**config.mk**
```make
export PLATFORM = sky130hd
export DESIGN_NAME = usec_match_timer
export DESIGN_NICKNAME = d
export VERILOG_FILES = /design/src/rtl/umt_pkg.sv /design/src/rtl/umt_counter.sv /design/src/rtl/umt_channel.sv /design/src/rtl/umt_regs.sv /design/src/rtl/usec_match_timer.sv
export SDC_FILE = /design/constraint.sdc
export NUM_CORES = 1
export LEC_CHECK = 0
export ABC_AREA = 1
export ABC_CLOCK_PERIOD_IN_PS = 3700
export CORE_ASPECT_RATIO = 0.5
export CORE_MARGIN = 3
export CORE_UTILIZATION = 35
export CTS_CLUSTER_DIAMETER = 80
export DETAILED_ROUTE_END_ITERATION = 10
export DONT_BUFFER_PORTS = 1
export GPL_TIMING_DRIVEN = 0
export PLACE_DENSITY_LB_ADDON = 0.1
export SLEW_MARGIN = 15
export SYNTH_ARGS = -nofsm -noshare
export SYNTH_HDL_FRONTEND = slang
export SYNTH_SLANG_ARGS = --single-unit
```
**constraint.sdc**
```tcl
create_clock -name clk -period 3.7 [get_ports clk]
set_clock_uncertainty 0.05 [all_clocks]
set_input_delay 0.185 -clock clk [delete_from_list [all_inputs] [get_ports clk]]
set_output_delay 0.185 -clock clk [all_outputs]
set_load 0.01 [all_outputs]
```
**src/rtl/umt_pkg.sv**
```systemverilog
// Package: constants shared by the microsecond match timer.
// Assumes byte offsets on a 32-bit register bus; channel n's compare
// register sits at CMP_BASE + 4*n.
package umt_pkg;
    localparam int unsigned HALF_W   = 32;   // width of one count word and of a compare register
    localparam int unsigned NUM_CH   = 4;    // number of compare channels
    localparam int unsigned ADDR_W   = 5;    // byte offset width
    localparam int unsigned OFS_STAT = 0;    // match flags / write-one-to-clear
    localparam int unsigned OFS_LO   = 4;    // count bits [31:0]
    localparam int unsigned OFS_HI   = 8;    // count bits [63:32]
    localparam int unsigned CMP_BASE = 12;   // first compare register
endpackage

```
**src/rtl/umt_counter.sv**
```systemverilog
// Module: umt_counter
// A 64-bit free-running count that steps by one on each cycle with
// tick_en high. It also presents the low word as it will be after the next
// step, so that the channels can detect a match on the step itself.
// Assumes tick_en is a single-cycle enable in the clk domain.
module umt_counter #(
    parameter int unsigned HALF_W = 32,
    parameter logic [2*HALF_W-1:0] INIT = '0
) (
    input  logic                clk,
    input  logic                rst_n,
    input  logic                tick_en,
    output logic [2*HALF_W-1:0] count,
    output logic [HALF_W-1:0]   next_lo
);
    localparam int unsigned FULL_W = 2 * HALF_W;

    // Purpose: form the low word one step ahead for the match compare.
    always_comb begin
        next_lo = count[HALF_W-1:0] + HALF_W'(1);
    end

    // Purpose: advance the count on each tick; load INIT in reset.
    always_ff @(posedge clk) begin
        if (!rst_n) begin
            count <= INIT;
        end else if (tick_en) begin
            count <= count + FULL_W'(1);
        end
    end

    assert_count_step_R2: assert property (@(posedge clk) disable iff (!rst_n)
        (rst_n && tick_en) |=> (count == $past(count) + FULL_W'(1)));
    assert_count_hold_R2: assert property (@(posedge clk) disable iff (!rst_n)
        (rst_n && !tick_en) |=> $stable(count));
endmodule

```
**src/rtl/umt_channel.sv**
```systemverilog
// Module: umt_channel
// One compare channel. It holds a compare word and a sticky match flag.
// The flag sets when the count steps onto the compare word and clears on a
// write-one-to-clear. A set in the same cycle as a clear wins.
// Assumes next_lo is the low count word after the step flagged by adv.
module umt_channel #(
    parameter int unsigned W = 32
) (
    input  logic         clk,
    input  logic         rst_n,
    input  logic         adv,
    input  logic [W-1:0] next_lo,
    input  logic         cmp_we,
    input  logic [W-1:0] wdata,
    input  logic         clr,
    output logic [W-1:0] cmp,
    output logic         flag
);
    logic hit;

    // Purpose: detect the step that lands on the compare word.
    always_comb begin
        hit = adv && (next_lo == cmp);
    end

    // Purpose: hold the compare word written by software.
    always_ff @(posedge clk) begin
        if (!rst_n) begin
            cmp <= '0;
        end else if (cmp_we) begin
            cmp <= wdata;
        end
    end

    // Purpose: sticky match flag; a set overrides a same-cycle clear.
    always_ff @(posedge clk) begin
        if (!rst_n) begin
            flag <= 1'b0;
        end else if (hit) begin
            flag <= 1'b1;
        end else if (clr) begin
            flag <= 1'b0;
        end
    end

    assert_cmp_hold_R4: assert property (@(posedge clk) disable iff (!rst_n)
        (rst_n && !cmp_we) |=> $stable(cmp));
    assert_match_sets_R5: assert property (@(posedge clk) disable iff (!rst_n)
        (rst_n && adv && next_lo == cmp) |=> flag);
    assert_flag_sticky_R6: assert property (@(posedge clk) disable iff (!rst_n)
        (rst_n && flag && !clr) |=> flag);
    assert_clear_works_R7: assert property (@(posedge clk) disable iff (!rst_n)
        (rst_n && clr && !(adv && next_lo == cmp)) |=> !flag);
    assert_set_wins_R8: assert property (@(posedge clk) disable iff (!rst_n)
        (rst_n && clr && adv && next_lo == cmp) |=> flag);
endmodule

```
**src/rtl/umt_regs.sv**
```systemverilog
// Module: umt_regs
// Register decode and read mux. It turns bus writes into per-channel
// compare strobes and clear bits, and registers read data on bus_rd.
// Assumes exact byte offsets; misaligned or unlisted offsets are unmapped.
module umt_regs
    import umt_pkg::*;
#(
    parameter int unsigned N  = 4,
    parameter int unsigned W  = 32,
    parameter int unsigned AW = 5
) (
    input  logic                clk,
    input  logic                rst_n,
    input  logic                bus_wr,
    input  logic                bus_rd,
    input  logic [AW-1:0]       bus_addr,
    input  logic [W-1:0]        bus_wdata,
    input  logic [2*W-1:0]      count,
    input  logic [N-1:0][W-1:0] cmp,
    input  logic [N-1:0]        flags,
    output logic [N-1:0]        cmp_we,
    output logic [N-1:0]        clr,
    output logic [W-1:0]        bus_rdata
);
    localparam logic [AW-1:0] A_STAT = AW'(OFS_STAT);
    localparam logic [AW-1:0] A_LO   = AW'(OFS_LO);
    localparam logic [AW-1:0] A_HI   = AW'(OFS_HI);

    logic [W-1:0] rd_mux;

    // Purpose: write-one-to-clear bits for the status register.
    always_comb begin
        clr = (bus_wr && bus_addr == A_STAT) ? bus_wdata[N-1:0] : '0;
    end

    // Purpose: one compare-write strobe per channel offset.
    for (genvar n = 0; n < N; n++) begin : g_cmp_dec
        assign cmp_we[n] = bus_wr && (bus_addr == AW'(CMP_BASE + 4 * n));
    end

    // Purpose: select the addressed register's current value.
    always_comb begin
        rd_mux = '0;
        if (bus_addr == A_STAT) begin
            rd_mux = W'(flags);
        end else if (bus_addr == A_LO) begin
            rd_mux = count[W-1:0];
        end else if (bus_addr == A_HI) begin
            rd_mux = count[2*W-1:W];
        end
        for (int n = 0; n < N; n++) begin
            if (bus_addr == AW'(CMP_BASE + 4 * n)) begin
                rd_mux = cmp[n];
            end
        end
    end

    // Purpose: capture read data on a read strobe, hold it otherwise.
    always_ff @(posedge clk) begin
        if (!rst_n) begin
            bus_rdata <= '0;
        end else if (bus_rd) begin
            bus_rdata <= rd_mux;
        end
    end

    assert_rdata_hold_R3: assert property (@(posedge clk) disable iff (!rst_n)
        (rst_n && !bus_rd) |=> $stable(bus_rdata));
    assert_ro_write_R9: assert property (@(posedge clk) disable iff (!rst_n)
        (bus_wr && (bus_addr == A_LO || bus_addr == A_HI)) |-> (cmp_we == '0 && clr == '0));
endmodule

```
**src/rtl/usec_match_timer.sv**
```systemverilog
// Module: usec_match_timer (top)
// A free-running 64-bit microsecond count with N compare channels on the
// low word. Each channel has a sticky flag and a level interrupt line.
// Assumes tick_en pulses once per microsecond in the clk domain.
module usec_match_timer
    import umt_pkg::*;
#(
    parameter int unsigned NUM_CH_P = NUM_CH,
    parameter int unsigned DATA_W   = HALF_W,
    parameter int unsigned ADDR_W_P = ADDR_W,
    parameter logic [2*DATA_W-1:0] CNT_INIT = '0
) (
    input  logic                clk,
    input  logic                rst_n,
    input  logic                tick_en,
    input  logic                bus_wr,
    input  logic                bus_rd,
    input  logic [ADDR_W_P-1:0] bus_addr,
    input  logic [DATA_W-1:0]   bus_wdata,
    output logic [DATA_W-1:0]   bus_rdata,
    output logic [NUM_CH_P-1:0] irq
);
    logic [2*DATA_W-1:0]             count;
    logic [DATA_W-1:0]               next_lo;
    logic [NUM_CH_P-1:0][DATA_W-1:0] cmp;
    logic [NUM_CH_P-1:0]             flags;
    logic [NUM_CH_P-1:0]             cmp_we;
    logic [NUM_CH_P-1:0]             clr;

    umt_counter #(.HALF_W(DATA_W), .INIT(CNT_INIT)) u_counter (
        .clk     (clk),
        .rst_n   (rst_n),
        .tick_en (tick_en),
        .count   (count),
        .next_lo (next_lo)
    );

    for (genvar n = 0; n < NUM_CH_P; n++) begin : g_ch
        umt_channel #(.W(DATA_W)) u_ch (
            .clk     (clk),
            .rst_n   (rst_n),
            .adv     (tick_en),
            .next_lo (next_lo),
            .cmp_we  (cmp_we[n]),
            .wdata   (bus_wdata),
            .clr     (clr[n]),
            .cmp     (cmp[n]),
            .flag    (flags[n])
        );
    end

    umt_regs #(.N(NUM_CH_P), .W(DATA_W), .AW(ADDR_W_P)) u_regs (
        .clk       (clk),
        .rst_n     (rst_n),
        .bus_wr    (bus_wr),
        .bus_rd    (bus_rd),
        .bus_addr  (bus_addr),
        .bus_wdata (bus_wdata),
        .count     (count),
        .cmp       (cmp),
        .flags     (flags),
        .cmp_we    (cmp_we),
        .clr       (clr),
        .bus_rdata (bus_rdata)
    );

    // Purpose: each interrupt line follows its channel's flag level.
    always_comb begin
        irq = flags;
    end
endmodule

```
Word level (Yosys, flattened, before mapping)
Index checks and enable logic that the tools add are counted.

Bits in registers: 228. Word-level logic and storage cells: 52. Output and inout port bits: 36. Input port bits: 42.

Equality and inequality tests: 10. Muxes and demuxes: 16. Add/sub/neg operators: 2. Reduce and logical (&&, ||, !) cells: 14.

Operators by type and width (count): $mux W32 (7); $eq A32 B32 Y1 (4); $add A64 B1 Y64 const B (1); $add A32 B1 Y32 const B (1); $eq A5 B5 Y1 const B (3); $eq A5 B4 Y1 const B (2); $logic_and A1 B1 Y1 (9); $mux W1 (8); $reduce_bool A2 Y1 (4); $eq A5 B3 Y1 const B (1); $logic_not A5 Y1 (1); $mux W4 (1).

Longest topological paths before layout
Gate-level depths: netlist (run 1).

Word-level depth: 8. Mapped depth: 17. Depth with buffers taken out: 16.

By module
From an unflattened synthesis (run 1), not the netlist that was laid out.

Cells, all modules: 2288. Area, all modules: 13883.3 um^2.

Modules (own cells, without submodules): umt_channel (seq. area each 660.6 um^2, instances 4, cells an instance 259, area an instance 1669.1 um^2); umt_counter (seq. area each 1281.2 um^2, instances 1, cells an instance 696, area an instance 4085.2 um^2); umt_regs (seq. area each 640.6 um^2, instances 1, cells an instance 556, area an instance 3121.7 um^2).

Worst setup path before layout (run 1)
Ideal clock, no wire load.

Kind: reg2reg. From: register u_counter.count[1]. To: register u_counter.count[54]. Path buffers: 0. Slack: 1647 ps. Required time: 3522 ps. Arrival time: 1875 ps. Stages on the path, launching flop included: 14. Library setup time: 128 ps. Period minus slack after synthesis: 2053 ps. Path through: dfxtp_1 -> ha_1 -> nand3_2 -> nor2_4 -> nand3_2 -> nor2_4 -> nand2_2 -> inv_1 -> nand3_1 -> inv_1 -> nand3_1 -> nor3_1 -> xor2_1 -> nor2_1.

Cells in the longest elaborated chain, start to end: 1.

Ends and longest elaborated chain: from (decl) (line umt_counter.sv:13) `output logic [2*HALF_W-1:0] count,`; from (signal assigned) (line umt_counter.sv:28) `count <= count + FULL_W'(1);`; $add A64 B1 Y64 (line umt_counter.sv:28).

Every way passes these cells. A chain may end at the register's enable or synchronous reset.

Final worst setup path (run 1)
From: register u_counter.count[1]. To: register g_ch[3].u_ch.flag.

Cells in the longest elaborated chain, start to end: 4. Elaborated cells between the ends (all ways): 5. Classes of those cells: add/sub (1); eq/ne (1); mux (1); reduce/logical (2).

Ends and longest elaborated chain: $add A32 B1 Y32 (*) (line umt_counter.sv:20) `next_lo = count[HALF_W-1:0] + HALF_W'(1);`; $eq A32 B32 Y1 (*) (line umt_channel.sv:23) `hit = adv && (next_lo == cmp);`; $logic_and A1 B1 Y1 (*) (line umt_channel.sv:23); $mux W1 / $reduce_bool A2 Y1 (equally long branches); to (signal assigned) (line umt_channel.sv:38) `flag <= 1'b0;`; to (signal assigned) (line umt_channel.sv:40) `flag <= 1'b1;`; to (signal assigned) (line umt_channel.sv:42) `flag <= 1'b0;`; to (decl) (line umt_channel.sv:17) `output logic flag`.

Every way passes the cells marked *; elsewhere a longest branch is shown, timed or not.

==> results.yml, run 1 <==
sta:
  tns_ps: 0
  max_freq_mhz: 293
  worst_pin_slew_ps: 1200
  hold_viol: 0
  relSlewSlack_pct: 19.7
  period_share_pct: 92.1
  fin_crit_ps: 3410
  setup_ws_ps: 293
  drv_slew: 0
  setup_violations: 0
  rsz0062_at_grt: "false"
yosys:
  synth_top_area_share_pct: 35.4
  synthCells: 2016
  ys.warnings.count: 0
  syn-cell-area_mm2: 0.0129
  synth-main-ff-cell: "dfxtp_1"
  synth_edf_count: 0
  synth_top_cell_by_area: "dfxtp_1"
  syn_avg_cell_area_um2: 6.39
  async_reset_ff_share_pct: 0
  synth_cell_types: 46
  synth-seq-cells: 228
  ys_seq_area_share_pct: 35.4
  yosys-top-cells-area: "dfxtp_1 35%, nand2_1 12%, o21ai_0 9.7%"
  synthTopCellsByCount: "414 x nand2_1, 250 x inv_1, 250 x o21ai_0, 230 x nor2_1, 228 x dfxtp_1"
  syn_nets: 2059
  synthMostInstantiatedCell: "nand2_1"
clock_tree:
  cts_buffers: 24
  cts_tree: "done"
  cts_sinks: 228
  clk_latency_ps: 560
  post_cts_resized: 0
  root_buffer: "clkbuf_16"
  htree_levels: 1
  clk_pin_slew_worst_paths_ps: 70
  clockBufferDepth: 3
place:
  gp_congestion: 1.02
  dpl-instance-area_mm2: 0.0135
  place_ws_ps: 513
  io_buffer_count: 0
  place_hpwl_um: 46900
worst_hold_path:
  hold_class: "in -> reg"
cells_and_area:
  area_delta_synth_final_pct: 13.6
  final.fill_count: 3828
  drive_above_1_share_pct: 4.35
  stdcell_area_mm2: 0.0146
  post-route-util_pct: 41.4
  nNetsFinal: 2121
worst_setup_path:
  worst-path-max-fanout: 7
  cp_data_arrival_time_ps: 3840
  worst_setup_path_end_kind: "flop"
  path_class: "reg -> reg"
  cp-start-kind: "flop"
  required_ps: 4130
  r2r_slack_ps: 290
routing:
  drc: 0
  dr.first_iter.drc_count: 1946
  first_pass_iters: 8
  routed_via_density: 5.59
  post_drt_wl_per_cell_um: 23.7
  ant_nets: 0
  drt_wl_total_um: 60800
  via_count: 14400
power:
  power.density_mw_per_mm2: 395
  leakage_nw: 5.39
  ir_drop_mv: 0.260
global_route:
  grt_pass1_vias: 13000
  track_usage_pct: 30.0
  grt_pass1_wl_um: 87400
  grt_max_degree: 15
  antenna_found_initial: 5
  overflow: 0
outcome:
  status: "finished clean"
floorplanning:
  die_y_um: 142
  core-area_mm2: 0.0354
  start_util_pct: 36.4
  die_w_um: 277
  num_rows: 48
  io_pins: 78
  fp.dieArea_mm2: 0.0393
job:
  maxCapViolCount: 0
[metrics by stage]
| stage | total power, W | cells | hold slack, ps |
|---|---|---|---|
| floorplan | 0.00294 | 2016 | 270 |
| global placement | 0.00315 | 2491 | 274 |
| detailed placement | 0.00315 | 2491 | 279 |
| CTS | 0.00578 | 2567 | 48.4 |
| global route | 0.00594 | 2568 | 112 |
| finish | 0.00578 | 2569 | 75.7 |
[layer usage]
layer	share of wire, %	GRT usage (%)
met1	47	45.7
met4	2.7	7.64
met3	12	8.29
met2	38	40.9
met5	0	0
[flip-flops by register name, summed over array words and instances, names as in the netlist]
signal	flops
g_ch.u_ch.cmp	128
g_ch.u_ch.flag	4
u_counter.count	64
u_regs.bus_rdata	32
[placed cells by master, fill, tap and decap left out, drive strengths merged, types with 3 or more instances in the layout]
cell type / count
nand2: 433
o21ai: 255
inv: 252
nor2: 243
dfxtp: 228
a21oi: 198
nand3: 131
clkbuf: 112
xor2: 47
dlygate4sd3: 36
nand4: 29
nor3: 24
o2111ai: 17
nor4: 14
o41ai: 12
buf: 10
o211ai: 8
clkinv: 7
o22ai: 4
o21bai: 4
o221ai: 3
nor3b: 3
a31oi: 3
bufinv: 3
[power by group]
group,total (W),leakage [nW],internal [W],switching [W]
clock network,0.00261,0.388,0.00147,0.00114
logic,0.000616,3.15,0.000169,0.000447
registers,0.00255,1.85,0.00250,0.0000535
[cell type report]
class                           instances  area (um^2)  area share, %
Buffer                                 92          370           2.53
Timing Repair Buffer                   36          360           2.46
Inverter                              254          953           6.52
Clock buffer                           30          664           4.54
Multi-Input combinational cell       1442         6990           47.8
Antenna cell                            2         5.00         0.0342
Tap cell                              475          594           4.06
Sequential cell                       228         4560           31.2
Clock inverter                         10          130          0.889
[final timing paths]
kind / startpoint / cells after the start / end
worst max-delay path: u_counter.count[1] / 13 / g_ch[3].u_ch.flag
worst min-delay path: tick_en / 4 / u_counter.count[17]
worst max register to register: u_counter.count[1] / 13 / g_ch[3].u_ch.flag
worst min register to register: u_counter.count[32] / 1 / u_counter.count[32]
[cells by family after synthesis]
logic type	after synthesis	synth area share [%]
flops	228	35.4
compound gates	510	21.4
simple gates	883	29.5
buf+inv	346	10.3
xor+xnor	48	3.26
fa+ha+maj	1	0.0971
[critical path, cell delays in order, from the launching register on]
cell     delay, ps
dfxtp_1        400
ha_1           260
nand3_2        270
nor2_4         360
nand3_1        220
nand2_1        190
nand2_2        130
xor2_1         150
nand3_1        110
nor2_1         270
nand3_1        210
nor2_1         320
nand2_1        210
a21oi_1        160
[repair_timing]
action | 4_1_cts | 5_1_grt
endpoints found under the setup margin | 0 | 0
hold endpoints to repair | 134 | 0
buffers inserted | 0 | 0
hold buffers | 36 | 0
Note: power is estimated with default switching activity, not from simulation.
==> run 2: changes to the inputs <==
--- a/config.mk
+++ b/config.mk
@@ -5,7 +5,7 @@
 export SDC_FILE = /design/constraint.sdc
 export NUM_CORES = 1
 export LEC_CHECK = 0
-export ABC_AREA = 1
+export ABC_AREA = 0
 export ABC_CLOCK_PERIOD_IN_PS = 3700
 export CORE_ASPECT_RATIO = 0.5
 export CORE_MARGIN = 3
==> run 2 against run 1 <==
  * First-iteration DRC count shrank 22%
  * Non-clock buffer count up 48
  * Flip-flop and latch count stayed put
  * Cell count is 13% lower
  * Combinational power decreased by 44%
  * The flow now finishes with violations (setup timing)
  * Critical path depth fell by 3
  * Sequential power about the same
  * Clock power down 8.8%
  * Die area increased by 2.0%
  * Synthesized cell count is 18% lower
  * Largest power group is now registers
  * Via count shrank 6.0%
==> results.yml, run 2 <==
yosys:
  synth_top_cell_by_area: "dfxtp_1"
  syn_avg_cell_area_um2: 7.94
  synthMostInstantiatedCell: "nand2_1"
  syn_nets: 1698
  synth_edf_count: 0
  synthTopCellsByCount: "348 x nand2_1, 228 x dfxtp_1, 142 x a21boi_0, 109 x xnor2_1, 99 x clkbuf_1"
  ys.warnings.count: 0
  synth_top_area_share_pct: 34.7
  synth_cell_types: 73
  synth-main-ff-cell: "dfxtp_1"
  syn-cell-area_mm2: 0.0131
  synth-seq-cells: 228
  yosys-top-cells-area: "dfxtp_1 35%, nand2_1 9.9%, a21boi_0 8.1%"
  ys_seq_area_share_pct: 34.7
  synthCells: 1655
  async_reset_ff_share_pct: 0
floorplanning:
  die_w_um: 280
  io_pins: 78
  die_y_um: 143
  core-area_mm2: 0.0365
  fp.dieArea_mm2: 0.0400
  num_rows: 49
  start_util_pct: 36.0
sta:
  period_share_pct: 100
  worst_pin_slew_ps: 1150
  max_freq_mhz: 269
  setup_violations: 1
  relSlewSlack_pct: 23.1
  rsz0062_at_grt: "true"
  tns_ps: -15.5
  hold_viol: 0
  whs_ps: 17.7
  setup_ws_ps: -15.5
  fin_crit_ps: 3720
  drv_slew: 0
routing:
  met3_length_um: 9010
  routed_via_density: 6.06
  ant_nets: 0
  drt_wl_total_um: 67000
  dr_wl_met2_um: 25300
  via_count: 13500
  dr.first_iter.drc_count: 1523
  wl_met1_um: 31700
  top_layer: "met4"
  post_drt_wl_per_cell_um: 30.1
  first_pass_iters: 7
  drc: 0
cells_and_area:
  final_cells: 2230
  final_common_cell: "nand2_1"
  layout_common_cells: "348 x nand2_1, 227 x dfxtp_1, 142 x a21boi_0, 109 x xnor2_1, 98 x clkbuf_1"
  final-seq-area_mm2: 0.00457
  largest_reg_flops: 128
  largest_register: "g_ch.u_ch.cmp"
  area_delta_synth_final_pct: 15.0
  final.fill_count: 3753
  reg.largest.list: "g_ch.u_ch.cmp: 128 flops, u_counter.count: 64 flops, u_regs.bus_rdata: 32 flops"
  multi_input_area_mm2: 0.00814
  drive_above_1_share_pct: 6.37
  nNetsFinal: 1773
global_route:
  overflow: 0
  track_usage_pct: 33.0
  grt_pass1_vias: 12500
  grt_max_degree: 15
  antenna_found_initial: 3
  grt_pass1_wl_um: 93700
power:
  switching_share_pct: 26.0
  intPower_w: 0.00389
  finalPower_w: 0.00526
  combPwrFrac_pct: 6.6
  leakage_nw: 4.98
  power.switching_w: 0.00137
  pwr-share-clk_pct: 45.3
  power.density_mw_per_mm2: 348
  p_seq_share_pct: 48.1
  ir_drop_mv: 0.251
clock_tree:
  clk_pin_slew_worst_paths_ps: 80
  cts_tree: "done"
  root_buffer: "clkbuf_16"
  clockBufferDepth: 3
  htree_levels: 1
  clk_latency_ps: 550
  cts_sinks: 228
  cts_buffers: 23
outcome:
  status: "finished, violations left"
  violations: "setup timing"
place:
  io_buffer_count: 0
  place_hpwl_um: 52700
  gp_congestion: 1.00
  dp.cells: 2140
  place_ws_ps: -682
worst_hold_path:
  hold_class: "in -> reg"
worst_setup_path:
  crit_end: "g_ch[2].u_ch.flag"
  cp-startpoint: "u_counter.count[1]"
  critPathTopFamily: "compound AO/OA/AOI/OAI gates"
  worst_setup_path_end_kind: "flop"
  cp-start-kind: "flop"
  worstReg2RegEnd: "g_ch[2].u_ch.flag"
  slowest_stage: "a2111oi_1"
  cp_cell_sequence: "ha_2 > clkbuf_1 > xor2_1 > a2111oi_2 > o221ai_1 > a2111oi_1 > nand4_1 > or3_1 > nor4_1 > a31o_2"
  path_class: "reg -> reg"
  crit_path_max_incr_delay_ps: 530
  crit_buf_inv: 1
  required_ps: 4150
  r2r_slack_ps: -20
  r2r_cells: 10
  cp_data_arrival_time_ps: 4160
  timing.rr.start: "u_counter.count[1]"
  worst-path-max-fanout: 7
  crit_cells: 10
job:
  maxCapViolCount: 0
## run 2: cell types whose count changed in the layout (fill, tap and decap cells not counted), sizes merged, moves of 94 or more
cell / change
inv: -234
o21ai: -197
nor2: -183
a21oi: -168
a21boi: +141
xnor2: +108
nand3: -94
## run 2: logic make-up (layout without fill, tap and decap cells)
| family | after synthesis | count (layout) | synth area share (%) |
|---|---|---|---|
| and+or+nand+nor | 671 | 671 | 24.7 |
| AOI/OAI and AO/OA | 423 | 423 | 23.2 |
| DFF | 228 | 228 | 34.7 |
| xor gates and xnor gates | 179 | 179 | 11.9 |
| buffers and inverters | 143 | 230 | 4.47 |
| muxes | 10 | 10 | 0.857 |
| adders and majority gates | 1 | 1 | 0.0952 |
| other | 0 | 4 | 0 |
## run 2: worst min path at each step
stage / slack, ps / cells past startpoint / startpoint / end
after detailed placement: 290 / 2 / bus_wdata[18] / g_ch[0].u_ch.cmp[18]
after global placement: 280 / 2 / bus_wdata[28] / g_ch[2].u_ch.cmp[28]
after global routing: 60 / 4 / bus_wr / g_ch[1].u_ch.flag
after floorplan: 280 / 2 / bus_wdata[29] / g_ch[0].u_ch.cmp[29]
after CTS: 4 / 4 / bus_wr / g_ch[1].u_ch.flag
final: 20 / 4 / bus_wr / g_ch[1].u_ch.flag
## run 2: area by class of cell
type,instances,area share (%)
plain buffers,122,3.37
clock inverters,6,0.447
multi-input cells,1284,53.9
diodes,4,0.0662
repair buffers,54,3.34
clock buffers,31,4.27
well taps,484,4.01
flip-flops and latches,228,30.2
inverters,17,0.422
## run 2: worst min-delay path: stages
cell,delay (ps)
nor4b_1,170
nand2_1,80
nand3_1,80
o31ai_1,60
## run 2: metal layers
layer  up-vias  global-route usage, %
met5         -                      0
met4         0                   4.94
met3        74                   13.5
met2       644                   44.7
met1      6771                   49.0
li1       6014                      -
## run 2: per-stage QoR
stage | area (um^2) | utilization, %
floorplan | 13100 | -
global placement | 13700 | 37.7
detailed placement | 13800 | 37.7
CTS | 15000 | 41.1
global route | 15100 | 41.4
finish | 15100 | 41.4
## run 2: power by group through the flow
stage / Combinational [W] / Clock, W / Sequential (W)
floorplan: 0.000170 / 0 / 0.00257
global placement: 0.000279 / 0 / 0.00259
detailed placement: 0.000281 / 0 / 0.00259
CTS: 0.000336 / 0.00241 / 0.00253
global route: 0.000362 / 0.00251 / 0.00253
finish: 0.000346 / 0.00238 / 0.00253
## run 2: what timing repair did
item | CTS | global route
setup buffers | 10 | 7
setup endpoints to repair | 18 | 13
pin swaps | 4 | 3
endpoints found under the hold margin | 133 | 0
gates resized for setup | 22 | 13
hold buffers | 36 | 0
